[src/rtl/ts_pkg.sv]
package ts_pkg;
  typedef enum logic [1:0] {
    SRC_LINE   = 2'd0,
    SRC_CONCAT = 2'd1,
    SRC_MASTER = 2'd2
  } src_e;

  localparam logic [1:0] MODE_LINE   = 2'b00;
  localparam logic [1:0] MODE_CONCAT = 2'b01;
  localparam logic [1:0] MODE_MASTER = 2'b10;
  localparam logic [1:0] MODE_AUTO   = 2'b11;

  localparam int unsigned RATE_UNIT_KBPS = 64;
endpackage

[src/rtl/ts_revert_qual.sv]
module ts_revert_qual #(
  parameter int unsigned REVERT_CNT = 16
) (
  input  logic clk_i,
  input  logic rst_ni,
  input  logic ok_i,
  output logic qual_o
);
  localparam int unsigned CNT_W = $clog2(REVERT_CNT + 1);
  localparam logic [CNT_W-1:0] CNT_MAX = CNT_W'(REVERT_CNT);

  logic [CNT_W-1:0] cnt_q;

  always_ff @(posedge clk_i or negedge rst_ni) begin
    if (!rst_ni)             cnt_q <= '0;
    else if (!ok_i)          cnt_q <= '0;
    else if (cnt_q != CNT_MAX) cnt_q <= cnt_q + 1'b1;
  end

  assign qual_o = (cnt_q == CNT_MAX);
endmodule

[src/rtl/ts_master_gen.sv]
module ts_master_gen #(
  parameter int unsigned SYS_KHZ = 125000
) (
  input  logic       clk_i,
  input  logic       rst_ni,
  input  logic       run_i,
  input  logic [1:0] speed_i,
  output logic       en_o
);
  import ts_pkg::*;
  localparam int unsigned ACC_W = $clog2(SYS_KHZ + 4 * RATE_UNIT_KBPS) + 1;
  localparam logic [ACC_W-1:0] MODULUS = ACC_W'(SYS_KHZ);

  logic [ACC_W-1:0] acc_q, inc, sum;
  logic             en_q;

  assign inc = ACC_W'((32'(speed_i) + 32'd1) * RATE_UNIT_KBPS);
  assign sum = acc_q + inc;

  always_ff @(posedge clk_i or negedge rst_ni) begin
    if (!rst_ni) begin
      acc_q <= '0;
      en_q  <= 1'b0;
    end else if (!run_i) begin
      acc_q <= '0;
      en_q  <= 1'b0;
    end else if (sum >= MODULUS) begin
      acc_q <= sum - MODULUS;
      en_q  <= 1'b1;
    end else begin
      acc_q <= sum;
      en_q  <= 1'b0;
    end
  end

  assign en_o = en_q;
endmodule

[src/rtl/ts_src_arbiter.sv]
module ts_src_arbiter (
  input  logic       clk_i,
  input  logic       rst_ni,
  input  logic [1:0] mode_i,
  input  logic       line_ok_i,
  input  logic       cat_ok_i,
  input  logic       line_qual_i,
  output logic [1:0] sel_o,
  output logic       locked_o,
  output logic       ref_alarm_o,
  output logic       noref_alarm_o,
  output logic       sw_evt_o
);
  import ts_pkg::*;

  src_e sel_q, sel_nx;
  logic locked_q, ref_alarm_q, noref_q, sw_evt_q;

  always_comb begin
    sel_nx = sel_q;
    unique case (mode_i)
      MODE_LINE:   sel_nx = SRC_LINE;
      MODE_CONCAT: sel_nx = SRC_CONCAT;
      MODE_MASTER: sel_nx = SRC_MASTER;
      default: begin
        unique case (sel_q)
          SRC_LINE:   if (!line_ok_i && cat_ok_i) sel_nx = SRC_CONCAT;
          SRC_CONCAT: if (line_qual_i)            sel_nx = SRC_LINE;
          default: begin
            // leaving master: take best reference now present, else hold
            if (line_ok_i)     sel_nx = SRC_LINE;
            else if (cat_ok_i) sel_nx = SRC_CONCAT;
          end
        endcase
      end
    endcase
  end

  always_ff @(posedge clk_i or negedge rst_ni) begin
    if (!rst_ni) begin
      sel_q       <= SRC_LINE;
      locked_q    <= 1'b0;
      ref_alarm_q <= 1'b0;
      noref_q     <= 1'b0;
      sw_evt_q    <= 1'b0;
    end else begin
      sel_q       <= sel_nx;
      sw_evt_q    <= (sel_nx != sel_q);
      locked_q    <= (sel_nx == SRC_MASTER) ||
                     (sel_nx == SRC_LINE   && line_ok_i) ||
                     (sel_nx == SRC_CONCAT && cat_ok_i);
      ref_alarm_q <= (mode_i == MODE_LINE   && !line_ok_i) ||
                     (mode_i == MODE_CONCAT && !cat_ok_i);
      noref_q     <= (mode_i == MODE_AUTO) && !line_ok_i && !cat_ok_i;
    end
  end

  assign sel_o         = sel_q;
  assign locked_o      = locked_q;
  assign ref_alarm_o   = ref_alarm_q;
  assign noref_alarm_o = noref_q;
  assign sw_evt_o      = sw_evt_q;
endmodule

[src/rtl/ts_select.sv]
module ts_select #(
  parameter int unsigned SYS_KHZ    = 125000,
  parameter int unsigned REVERT_CNT = 16
) (
  input  logic       clk_i,
  input  logic       rst_ni,
  input  logic [1:0] mode_i,
  input  logic [1:0] speed_i,
  input  logic       line_ok_i,
  input  logic       cat_ok_i,
  output logic [1:0] sel_o,
  output logic       master_en_o,
  output logic       locked_o,
  output logic       ref_alarm_o,
  output logic       noref_alarm_o,
  output logic       sw_evt_o
);
  import ts_pkg::*;

  logic line_qual;
  logic [1:0] sel;

  ts_revert_qual #(.REVERT_CNT(REVERT_CNT)) u_qual (
    .clk_i (clk_i),
    .rst_ni(rst_ni),
    .ok_i  (line_ok_i),
    .qual_o(line_qual)
  );

  ts_src_arbiter u_arb (
    .clk_i        (clk_i),
    .rst_ni       (rst_ni),
    .mode_i       (mode_i),
    .line_ok_i    (line_ok_i),
    .cat_ok_i     (cat_ok_i),
    .line_qual_i  (line_qual),
    .sel_o        (sel),
    .locked_o     (locked_o),
    .ref_alarm_o  (ref_alarm_o),
    .noref_alarm_o(noref_alarm_o),
    .sw_evt_o     (sw_evt_o)
  );

  ts_master_gen #(.SYS_KHZ(SYS_KHZ)) u_master (
    .clk_i  (clk_i),
    .rst_ni (rst_ni),
    .run_i  (sel == SRC_MASTER),
    .speed_i(speed_i),
    .en_o   (master_en_o)
  );

  assign sel_o = sel;
endmodule

[config.mk]
export PLATFORM = sky130hd
export DESIGN_NAME = ts_select
export DESIGN_NICKNAME = d
export VERILOG_FILES = /design/src/rtl/ts_pkg.sv /design/src/rtl/ts_revert_qual.sv /design/src/rtl/ts_master_gen.sv /design/src/rtl/ts_src_arbiter.sv /design/src/rtl/ts_select.sv
export SDC_FILE = /design/constraint.sdc
export NUM_CORES = 1
export LEC_CHECK = 0
export ABC_AREA = 1
export BUFFER_PORTS_ARGS = -buffer_cell sky130_fd_sc_hd__buf_2
export CELL_PAD_IN_SITES_DETAIL_PLACEMENT = 0
export CELL_PAD_IN_SITES_GLOBAL_PLACEMENT = 1
export CORE_MARGIN = 1
export CORE_UTILIZATION = 35
export CTS_CLUSTER_DIAMETER = 30
export DETAILED_ROUTE_END_ITERATION = 10
export GPL_TIMING_DRIVEN = 0
export PLACE_DENSITY_LB_ADDON = 0.25
export RECOVER_POWER = 100
export SYNTH_ARGS = -nofsm -noshare
export SYNTH_HDL_FRONTEND = slang
export SYNTH_SLANG_ARGS = --single-unit
[constraint.sdc]
create_clock -name clk_i -period 2.4 [get_ports clk_i]
set_input_delay 0.36 -clock clk_i [delete_from_list [all_inputs] [get_ports clk_i]]
set_output_delay 0.36 -clock clk_i [all_outputs]
set_load 0.01 [all_outputs]
==> results of run 1 <==
==> logic make-up after synthesis <==
logic type	Yosys count	synth area share (%)
compound gates	31	8.930
xor+xnor	2	1.364
fa+ha+maj	8	5.862
buf+inv	50	11.25
flops	27	36.81
simple gates	139	35.79
==> critical path: stages, from the launching register on <==
cell	delay, ps
dfrtp_1	340
ha_2	180
inv_2	40
fa_2	540
inv_1	110
nor2_4	160
nand3_2	110
nand3_2	90
nand2_2	80
nand2_4	110
nand2_8	80
clkbuf_16	170
nand3_2	50
nand2_1	40
nor2_1	130
==> layer usage <==
layer	wire length [um]	global-route usage, %	vias to the layer above
met5	0	0	-
met4	23	3.774	0
met3	55	1.897	2
met2	1982	27.73	14
met1	1912	20.70	764
li1	-	-	855
==> cells in the mapped netlist (2+ instances only) <==
library cell and number:
nand3b_1 4, nor2_2 2, a21oi_1 16, nor3_1 4, nand4_1 5, nand2_1 57
o21ai_1 4, inv_1 42, nand2_4 2, nor2_4 2, nand2_2 8, ha_1 7
dfrtp_1 27, inv_2 3, clkbuf_1 2, nand3_2 2, a31oi_1 2, nor2_1 28
o21ai_0 7, nand3_1 23
==> per-stage QoR <==
stage	hold WS, ps	cell area [um^2]
5_1_grt	241.6	2215
3_3_place_gp	414.2	1984
3_5_place_dp	417.7	1984
6_report	229.6	2215
4_1_cts	103.8	2036
2_1_floorplan	64.41	1836
==> layout make-up <==
| type | count | area, um^2 | share of cell area (%) |
|---|---|---|---|
| multi-input cells | 180 | 1065 | 48.08 |
| flip-flops and latches | 27 | 675.6 | 30.51 |
| inverters | 46 | 175.2 | 7.910 |
| repair buffers | 18 | 128.9 | 5.819 |
| well taps | 67 | 83.83 | 3.785 |
| clock buffers | 3 | 41.29 | 1.864 |
| plain buffers | 4 | 37.54 | 1.695 |
| clock inverters | 1 | 7.507 | 0.3390 |
==> repair_timing <==
item                                    4_1_cts  5_1_grt
pin swaps                                     0       13
hold buffers                                  0        0
buffers inserted                              0        3
cloned                                        0        2
endpoints found under the setup margin        1       15
gates resized for setup                       1       31
==> where the power goes <==
| group | switching [mW] | internal, mW |
|---|---|---|
| registers | 0.00938 | 0.469 |
| clock network | 0.153 | 0.118 |
| logic | 0.0997 | 0.0512 |
| total | 0.262 | 0.638 |
==> worst paths after layout <==
check                             startpoint                  to  slack [ps]  depth (start not counted)
min in group asynchronous             rst_ni   u_master.acc_q[8]         420                          1
setup / recovery           u_master.acc_q[6]  u_master.acc_q[13]          90                         14
max in group asynchronous             rst_ni   u_master.acc_q[3]        1130                          1
hold / removal                     mode_i[1]   u_arb.ref_alarm_o         230                          2
setup reg to reg           u_master.acc_q[6]  u_master.acc_q[13]          90                         14
hold reg to reg            u_master.acc_q[3]   u_master.acc_q[3]         510                          1
==> flip-flops by register name, indices dropped and copies added, names as in the netlist <==
name / cells
u_qual.cnt_q: 5
u_arb.ref_alarm_o: 1
u_arb.sw_evt_o: 1
u_arb.sel_o: 2
u_master.acc_q: 15
u_master.en_o: 1
u_arb.locked_o: 1
u_arb.noref_alarm_o: 1
==> flow_metrics.env, run 1 <==
export IMPL_routabilityCongestion=0.7312
export IMPL_grt_pass1_vias=1513
export IMPL_coreArea_um2=4880
export IMPL_io_pins=15
export IMPL_drtIter0Drc=78
export IMPL_syn_area_um2=1836
export IMPL_hold_viol_final=0
export IMPL_drive_gt1_share_pct=22.22
export IMPL_outcome="finished clean"
export IMPL_grt_max_degree=28
export IMPL_period_minus_slack_ps=2315
export IMPL_grt_antenna_before_repair=0
export IMPL_clockBufferDepth=2
export IMPL_routed_wl_mm=3.974
export IMPL_dp_cells=337
export IMPL_htree_levels=1
export IMPL_clk_pin_slew_worst_paths_ps=100
export IMPL_fin_setup_tns_ps=0
export IMPL_postRouteAntennaNets=0
export IMPL_grt_overflow=0
export IMPL_relSlewSlack_pct=1.818
export IMPL_syn_avg_cell_area_um2=7.142
export IMPL_post_route_period_util_pct=96.45
export IMPL_cts_tree="yes"
export IMPL_fin_skew_ps=9.152
export IMPL_wl_per_cell_um=11.49
export IMPL_vias_per_cell=4.725
export IMPL_start_util_pct=37.62
export IMPL_path_class="reg2reg"
export IMPL_dp_slack_ps=-245.0
export IMPL_setup_viol=0
export IMPL_p_per_area_nw_per_um2=406.5
export IMPL_grt_usage_pct=15.80
export IMPL_synth_ff_type="dfrtp_1"
export IMPL_final_util_pct=45.38
export IMPL_diodes=0
export IMPL_ys_seq_area_share_pct=36.81
export IMPL_syn2layout_area_growth_pct=20.65
export IMPL_clock_latency_ps=280
export IMPL_worst_pin_slew_ps=1473
export IMPL_final_cell_mix="nand2_1 (51), inv_1 (40), dfrtp_1 (27)"
export IMPL_yosysTopAreaCellShare_pct=36.81
export IMPL_crit_fanout=5
export IMPL_num_nets_final=296
export IMPL_synth_fp_nets=273
export IMPL_final_common_cell="nand2_1"
export IMPL_yosys_area_top_type="dfrtp_1"
export IMPL_synth_warnings=0
export IMPL_die_w_um=74.42
export IMPL_rows=25
export IMPL_die_y_um=74.42
export IMPL_fin_cells=346
export IMPL_cts_buffers=3
export IMPL_start_kind="flop"
export IMPL_portBuffers=13
export IMPL_yosys_register_bits=27
export IMPL_endpoint_kind="flop"
export IMPL_peakVddDrop_mv=0.1870
export IMPL_critPathRequiredTime_ps=2600
export IMPL_power_leakage_nw=1.109
export IMPL_drc=0
export IMPL_crit_arrival_ps=2520
export IMPL_fin_ws_ps=85.16
export IMPL_clkSinkCount=27
export IMPL_hpwl_mm=2.885
export IMPL_final_max_slew_violation_count=0
export IMPL_dr_pass1_iters=4
export IMPL_hold_path_class="in2reg"
export IMPL_cts_root_buf="clkbuf_8"
export IMPL_p_total_uw=900.3
export IMPL_timing_fmax_ghz=0.4320
export IMPL_die_area_um2=5538
export IMPL_max_cap_viol_count=0
export IMPL_async_reset_ff_share_pct=100.0
export IMPL_fillCellCount=523
export IMPL_synth_area_leaders="dfrtp_1 (37%), nand2_1 (12%), inv_1 (8.6%)"
export IMPL_grt_setup_unrepaired="true"
export IMPL_netlist_instances=257
export IMPL_ys_types=30
export IMPL_grt_pass1_wl_mm=6.748
export IMPL_vias=1635
export IMPL_synth_edff_count=0
(Power assumes the default switching activity.)
==> run 2, diff against run 1 <==
--- a/config.mk
+++ b/config.mk
@@ -5,7 +5,6 @@
 export SDC_FILE = /design/constraint.sdc
 export NUM_CORES = 1
 export LEC_CHECK = 0
-export ABC_AREA = 1
 export BUFFER_PORTS_ARGS = -buffer_cell sky130_fd_sc_hd__buf_2
 export CELL_PAD_IN_SITES_DETAIL_PLACEMENT = 0
 export CELL_PAD_IN_SITES_GLOBAL_PLACEMENT = 1
==> flow_metrics.env, run 2 <==
export IMPL_crit_fanout=7
export IMPL_htree_levels=1
export IMPL_synth_ff_type="dfrtp_1"
export IMPL_vias=1587
export IMPL_dr_pass1_iters=4
export IMPL_ys_seq_area_share_pct=36.76
export IMPL_drtIter0Drc=118
export IMPL_synth_edff_count=0
export IMPL_grt_max_degree=28
export IMPL_drc=0
export IMPL_routabilityCongestion=0.7858
export IMPL_max_cap_viol_count=1
export IMPL_synth_fp_nets=219
export IMPL_final_util_pct=48.74
export IMPL_fin_skew_ps=2.709
export IMPL_timing_fmax_ghz=0.3952
export IMPL_synth_warnings=0
export IMPL_syn2layout_area_growth_pct=34.58
export IMPL_async_reset_ff_share_pct=100.0
export IMPL_clk_pin_slew_worst_paths_ps=100
export IMPL_post_route_period_util_pct=105.4
export IMPL_grt_setup_unrepaired="true"
export IMPL_startpoint="speed_i[1]"
export IMPL_cts_buffers=3
export IMPL_hpwl_mm=2.852
export IMPL_cts_hold_buffers=0
export IMPL_path_class="in2reg"
export IMPL_reg2reg_depth=10
export IMPL_hold_path_class="in2reg"
export IMPL_setup_viol=14
export IMPL_grt_antenna_before_repair=0
export IMPL_portBuffers=13
export IMPL_rrSetupSlack_ps=-130
export IMPL_yosys_register_bits=27
export IMPL_start_kind="input pin"
export IMPL_synth_area_leaders="dfrtp_1 (37%), xnor2_1 (6.7%), ha_1 (4.8%)"
export IMPL_largest_reg_flops=15
export IMPL_multi_input_area_um2=1378
export IMPL_clkSinkCount=27
export IMPL_synth_commonest_cells="dfrtp_1 (27), nor2_1 (23), xnor2_1 (14)"
export IMPL_drive_gt1_share_pct=29.11
export IMPL_clock_latency_ps=270
export IMPL_syn_avg_cell_area_um2=9.054
export IMPL_period_minus_slack_ps=2531
export IMPL_p_per_area_nw_per_um2=373.2
export IMPL_critPathRequiredTime_ps=2620
export IMPL_routed_wl_mm=4.465
export IMPL_r2r_start="u_master.acc_q[6]"
export IMPL_peakVddDrop_mv=0.2118
export IMPL_wl_per_cell_um=14.54
export IMPL_endpoint_kind="flop"
export IMPL_post_synth_top_count_cell="dfrtp_1"
export IMPL_yosys_area_top_type="dfrtp_1"
export IMPL_grt_pass1_vias=1560
export IMPL_grt_usage_pct=17.48
export IMPL_final_max_slew_violation_count=27
export IMPL_yosysTopAreaCellShare_pct=36.76
export IMPL_vias_per_cell=5.169
export IMPL_clockBufferDepth=2
export IMPL_die_w_um=74.47
export IMPL_fin_ws_ps=-130.6
export IMPL_coreArea_um2=5075
export IMPL_final_cell_mix="dfrtp_1 (27), nor2_1 (21), buf_4 (13)"
export IMPL_postRouteAntennaNets=0
export IMPL_grt_pass1_wl_mm=7.431
export IMPL_crit_path_end="u_master.acc_q[12]"
export IMPL_min_from="mode_i[1]"
export IMPL_final_common_cell="dfrtp_1"
export IMPL_hold_viol_final=0
export IMPL_netlist_instances=203
export IMPL_die_y_um=74.47
export IMPL_num_nets_final=254
export IMPL_r2r_end="u_master.acc_q[12]"
export IMPL_largest_register="u_master.acc_q"
export IMPL_crit_arrival_ps=2750
export IMPL_ys_types=51
export IMPL_outcome="complete, but fails checks"
export IMPL_power_leakage_nw=0.9451
export IMPL_p_total_uw=923.1
export IMPL_cts_tree="yes"
export IMPL_syn_area_um2=1838
export IMPL_io_pins=15
export IMPL_violations="capacitance limit, slew limit, setup timing"
export IMPL_die_area_um2=5545
export IMPL_worst_pin_slew_ps=1506
export IMPL_start_util_pct=36.22
export IMPL_fillCellCount=481
export IMPL_rows=26
export IMPL_ff_latch_area_um2=675.6
export IMPL_relSlewSlack_pct=-0.4124
export IMPL_grt_overflow=0
export IMPL_diodes=0
export IMPL_cts_root_buf="clkbuf_8"
-- run 2: final cells by class --
type                            instances  share of cell area, %
Multi-Input combinational cell        159                  55.69
Sequential cell                        27                  27.31
Timing Repair Buffer                   29                  8.295
Tap cell                               70                  3.541
Inverter                               12                  1.821
Clock buffer                            3                  1.669
Buffer                                  6                  1.366
Clock inverter                          1                 0.3035
-- run 2: cell families after synthesis --
| logic type | share of synthesized area [%] |
|---|---|
| and+or+nand+nor | 22.47 |
| AOI/OAI and AO/OA | 18.04 |
| DFF | 36.76 |
| xor gates and xnor gates | 10.48 |
| buffers and inverters | 3.948 |
| adders and majority gates | 5.854 |
| muxes | 2.450 |
-- run 2: power by group --
group	switching, mW	total [mW]	internal, mW
combinational	0.101	0.173	0.0727
sequential	0.0128	0.482	0.469
clock	0.150	0.268	0.118
-- run 2: how the worst min path moves through the flow --
| stage | to | slack (ps) | cells past startpoint |
|---|---|---|---|
| final | u_arb.ref_alarm_o | 270 | 2 |
| after global routing | u_arb.ref_alarm_o | 280 | 2 |
| after CTS | u_master.acc_q[14] | 100 | 1 |
| after detailed placement | u_master.acc_q[14] | 410 | 1 |
| after global placement | u_qual.cnt_q[3] | 430 | 1 |
| after floorplan | u_arb.locked_o | 60 | 0 |
-- run 2: routing by layer --
metal	up-vias	share of wire [%]	track usage [%]	wire, um
li1	788	-	-	-
met1	772	48	25.00	2162
met2	23	48	28.13	2141
met3	4	3.0	2.033	133
met4	0	0.60	4.403	27
met5	-	0	0	0
-- run 2: timing repair --
| action | 4_1_cts | 5_1_grt |
|---|---|---|
| resized for setup | 24 | 15 |
| buffers inserted | 10 | 6 |
| pin swaps | 14 | 15 |
| gates cloned | 1 | 0 |
| setup endpoints to repair | 16 | 17 |
| hold endpoints to repair | 0 | 0 |
-- run 2: worst max-delay path: stages --
cell and delay [ps]:
buf_2 120, ha_4 250, ha_4 240, a211oi_4 270, or2_1 160, buf_6 130
mux2_4 320, o221ai_4 190, buf_12 160, nand2_4 70, or4_4 420, nand2_2 60
-- run 2: through the flow --
stage	std cells	instance area [um^2]	setup TNS (ps)	worst slack (ps)	hold slack [ps]
after floorplan	203	1919	-704.1	-190.4	64.41
after global placement	286	2072	-7456	-617.3	425.9
after detailed placement	286	2072	-7357	-607.0	412.0
after CTS	301	2344	-855.4	-112.4	102.6
after global routing	307	2474	-2524	-224.8	277.7
final	307	2474	-854.4	-130.6	274.8
==> run 3, diff against run 2 <==
--- a/config.mk
+++ b/config.mk
@@ -9,7 +9,7 @@
 export CELL_PAD_IN_SITES_DETAIL_PLACEMENT = 0
 export CELL_PAD_IN_SITES_GLOBAL_PLACEMENT = 1
 export CORE_MARGIN = 1
-export CORE_UTILIZATION = 35
+export CORE_UTILIZATION = 46
 export CTS_CLUSTER_DIAMETER = 30
 export DETAILED_ROUTE_END_ITERATION = 10
 export GPL_TIMING_DRIVEN = 0
==> flow_metrics.env, run 3 (synthesis results as in run 2) <==
export IMPL_outcome="complete, but fails checks"
export IMPL_violations="setup timing"
export IMPL_num_nets_final=264
export IMPL_grt_pass1_vias=1627
export IMPL_switchingPower_uw=249.6
export IMPL_drtIter0Drc=60
export IMPL_ff_latch_area_um2=675.6
export IMPL_fillCellCount=316
export IMPL_clkSinkCount=27
export IMPL_holdPathStages=2
export IMPL_worst_pin_slew_ps=1453
export IMPL_die_w_um=65.21
export IMPL_diodes=0
export IMPL_drc=0
export IMPL_die_area_um2=4252
export IMPL_grt_antenna_before_repair=0
export IMPL_largest_reg_flops=15
export IMPL_post_route_period_util_pct=107.0
export IMPL_crit_path_max_incr_delay_ps=390
export IMPL_hold_slack_ps=285.7
export IMPL_hpwl_mm=2.864
export IMPL_grt_usage_pct=22.23
export IMPL_vias_per_cell=5.658
export IMPL_final_max_slew_violation_count=0
export IMPL_syn2layout_area_growth_pct=32.95
export IMPL_finalInstanceArea_um2=2444
export IMPL_routabilityCongestion=0.8560
export IMPL_power_frac_seq_pct=52.3
export IMPL_dpl_cell_area_um2=2044
export IMPL_p_total_uw=920.1
export IMPL_dp_slack_ps=-606.4
export IMPL_fin_ws_ps=-168.7
export IMPL_multi_input_area_um2=1306
export IMPL_max_cap_viol_count=0
export IMPL_final_util_pct=65.27
export IMPL_routed_wl_mm=4.253
export IMPL_htree_levels=1
export IMPL_intPower_uw=670.5
export IMPL_endpoint_kind="flop"
export IMPL_clock_latency_ps=270
export IMPL_swShare_pct=27.13
export IMPL_comb_power_share_pct=20.5
export IMPL_wl_per_cell_um=14.42
export IMPL_dr_pass1_iters=4
export IMPL_grt_overflow=0
export IMPL_vias=1669
export IMPL_start_kind="input pin"
export IMPL_cts_buffers=3
export IMPL_crit_chain="buf_6 -> ha_4 -> ha_4 -> a211oi_4 -> or2_1 -> buf_6 -> mux2_4 -> o221ai_4 -> nand2_4 -> or3_1 -> a21oi_2"
export IMPL_power_frac_clock_pct=27.2
export IMPL_clk_pin_slew_worst_paths_ps=90
export IMPL_largest_register="u_master.acc_q"
export IMPL_fin_cells=295
export IMPL_coreArea_um2=3744
export IMPL_power_leakage_nw=0.9928
export IMPL_hold_viol_final=0
export IMPL_crit_fanout=6
export IMPL_hold_path_class="in2reg"
export IMPL_final_cell_mix="dfrtp_1 (27), buf_4 (25), nor2_1 (22)"
export IMPL_fin_skew_ps=1.364
export IMPL_final_common_cell="dfrtp_1"
export IMPL_reg2reg_depth=9
export IMPL_crit_arrival_ps=2770
export IMPL_clockBufferDepth=2
export IMPL_p_per_area_nw_per_um2=376.5
export IMPL_period_minus_slack_ps=2569
export IMPL_setup_viol=14
export IMPL_cts_tree="yes"
export IMPL_path_class="in2reg"
export IMPL_timing_fmax_ghz=0.3893
export IMPL_fin_setup_tns_ps=-1466
export IMPL_critPathRequiredTime_ps=2600
export IMPL_grt_pass1_wl_mm=7.279
export IMPL_rows=22
export IMPL_relSlewSlack_pct=3.134
export IMPL_postRouteAntennaNets=0
export IMPL_dp_cells=264
export IMPL_portBuffers=13
export IMPL_cts_hold_buffers=0
export IMPL_start_util_pct=49.10
export IMPL_die_y_um=65.21
export IMPL_cts_root_buf="clkbuf_8"
export IMPL_grt_setup_unrepaired="true"
export IMPL_crit_slowest_cell="or3_1"
export IMPL_peakVddDrop_mv=0.2940
export IMPL_drive_gt1_share_pct=28.34
export IMPL_io_pins=15
export IMPL_grt_max_degree=28
[run 3: per-layer routing]
| metal | vias to the layer above | share of wire [%] | GRT usage [%] | wire length [um] |
|---|---|---|---|---|
| met5 | - | 0 | 0 | 0 |
| met4 | 0 | 1.1 | 5.978 | 48 |
| met3 | 8 | 3.2 | 3.125 | 138 |
| met2 | 43 | 52 | 40.21 | 2199 |
| met1 | 810 | 44 | 27.35 | 1867 |
| li1 | 808 | - | - | - |
[run 3: final timing paths]
check / startpoint / endpoint / slack [ps]
worst min-delay path: mode_i[1] / u_arb.ref_alarm_o / 290
max in group asynchronous: rst_ni / u_master.acc_q[15] / 1140
worst max-delay path: speed_i[1] / u_master.acc_q[9] / -170
worst max register to register: u_master.acc_q[7] / u_master.acc_q[9] / -150
worst min register to register: u_master.acc_q[5] / u_master.acc_q[5] / 610
min in group asynchronous: rst_ni / u_qual.cnt_q[2] / 420
[run 3: power by group through the flow]
stage               logic (mW)  clock network [mW]  registers, mW
floorplan               0.0934                   0          0.492
global placement         0.137                   0          0.489
detailed placement       0.145                   0          0.489
CTS                      0.186               0.259          0.481
global route             0.209               0.284          0.483
finish                   0.189               0.250          0.481
[run 3: final cells by class]
class | count | area share, %
repair buffers | 39 | 11.32
inverters | 12 | 1.843
flip-flops and latches | 27 | 27.65
multi-input cells | 159 | 53.46
plain buffers | 6 | 1.382
clock inverters | 1 | 0.2048
well taps | 48 | 2.458
clock buffers | 3 | 1.690
[run 3: worst max-delay path, delay by kind of cell]
family	cells	cell delay, ps
AO/OA/AOI/OAI	3	720
adder cells (fa/ha/maj)	2	480
multiplexers	1	320
AND/OR/NAND/NOR	3	660
buffers and inverters	2	230
[run 3: what timing repair did]
action / CTS / global route
endpoints found under the hold margin: 0 / 0
buffers inserted: 20 / 6
gates resized for setup: 21 / 4
pin swaps: 12 / 9
setup endpoints to repair: 16 / 17
cloned: 1 / 0
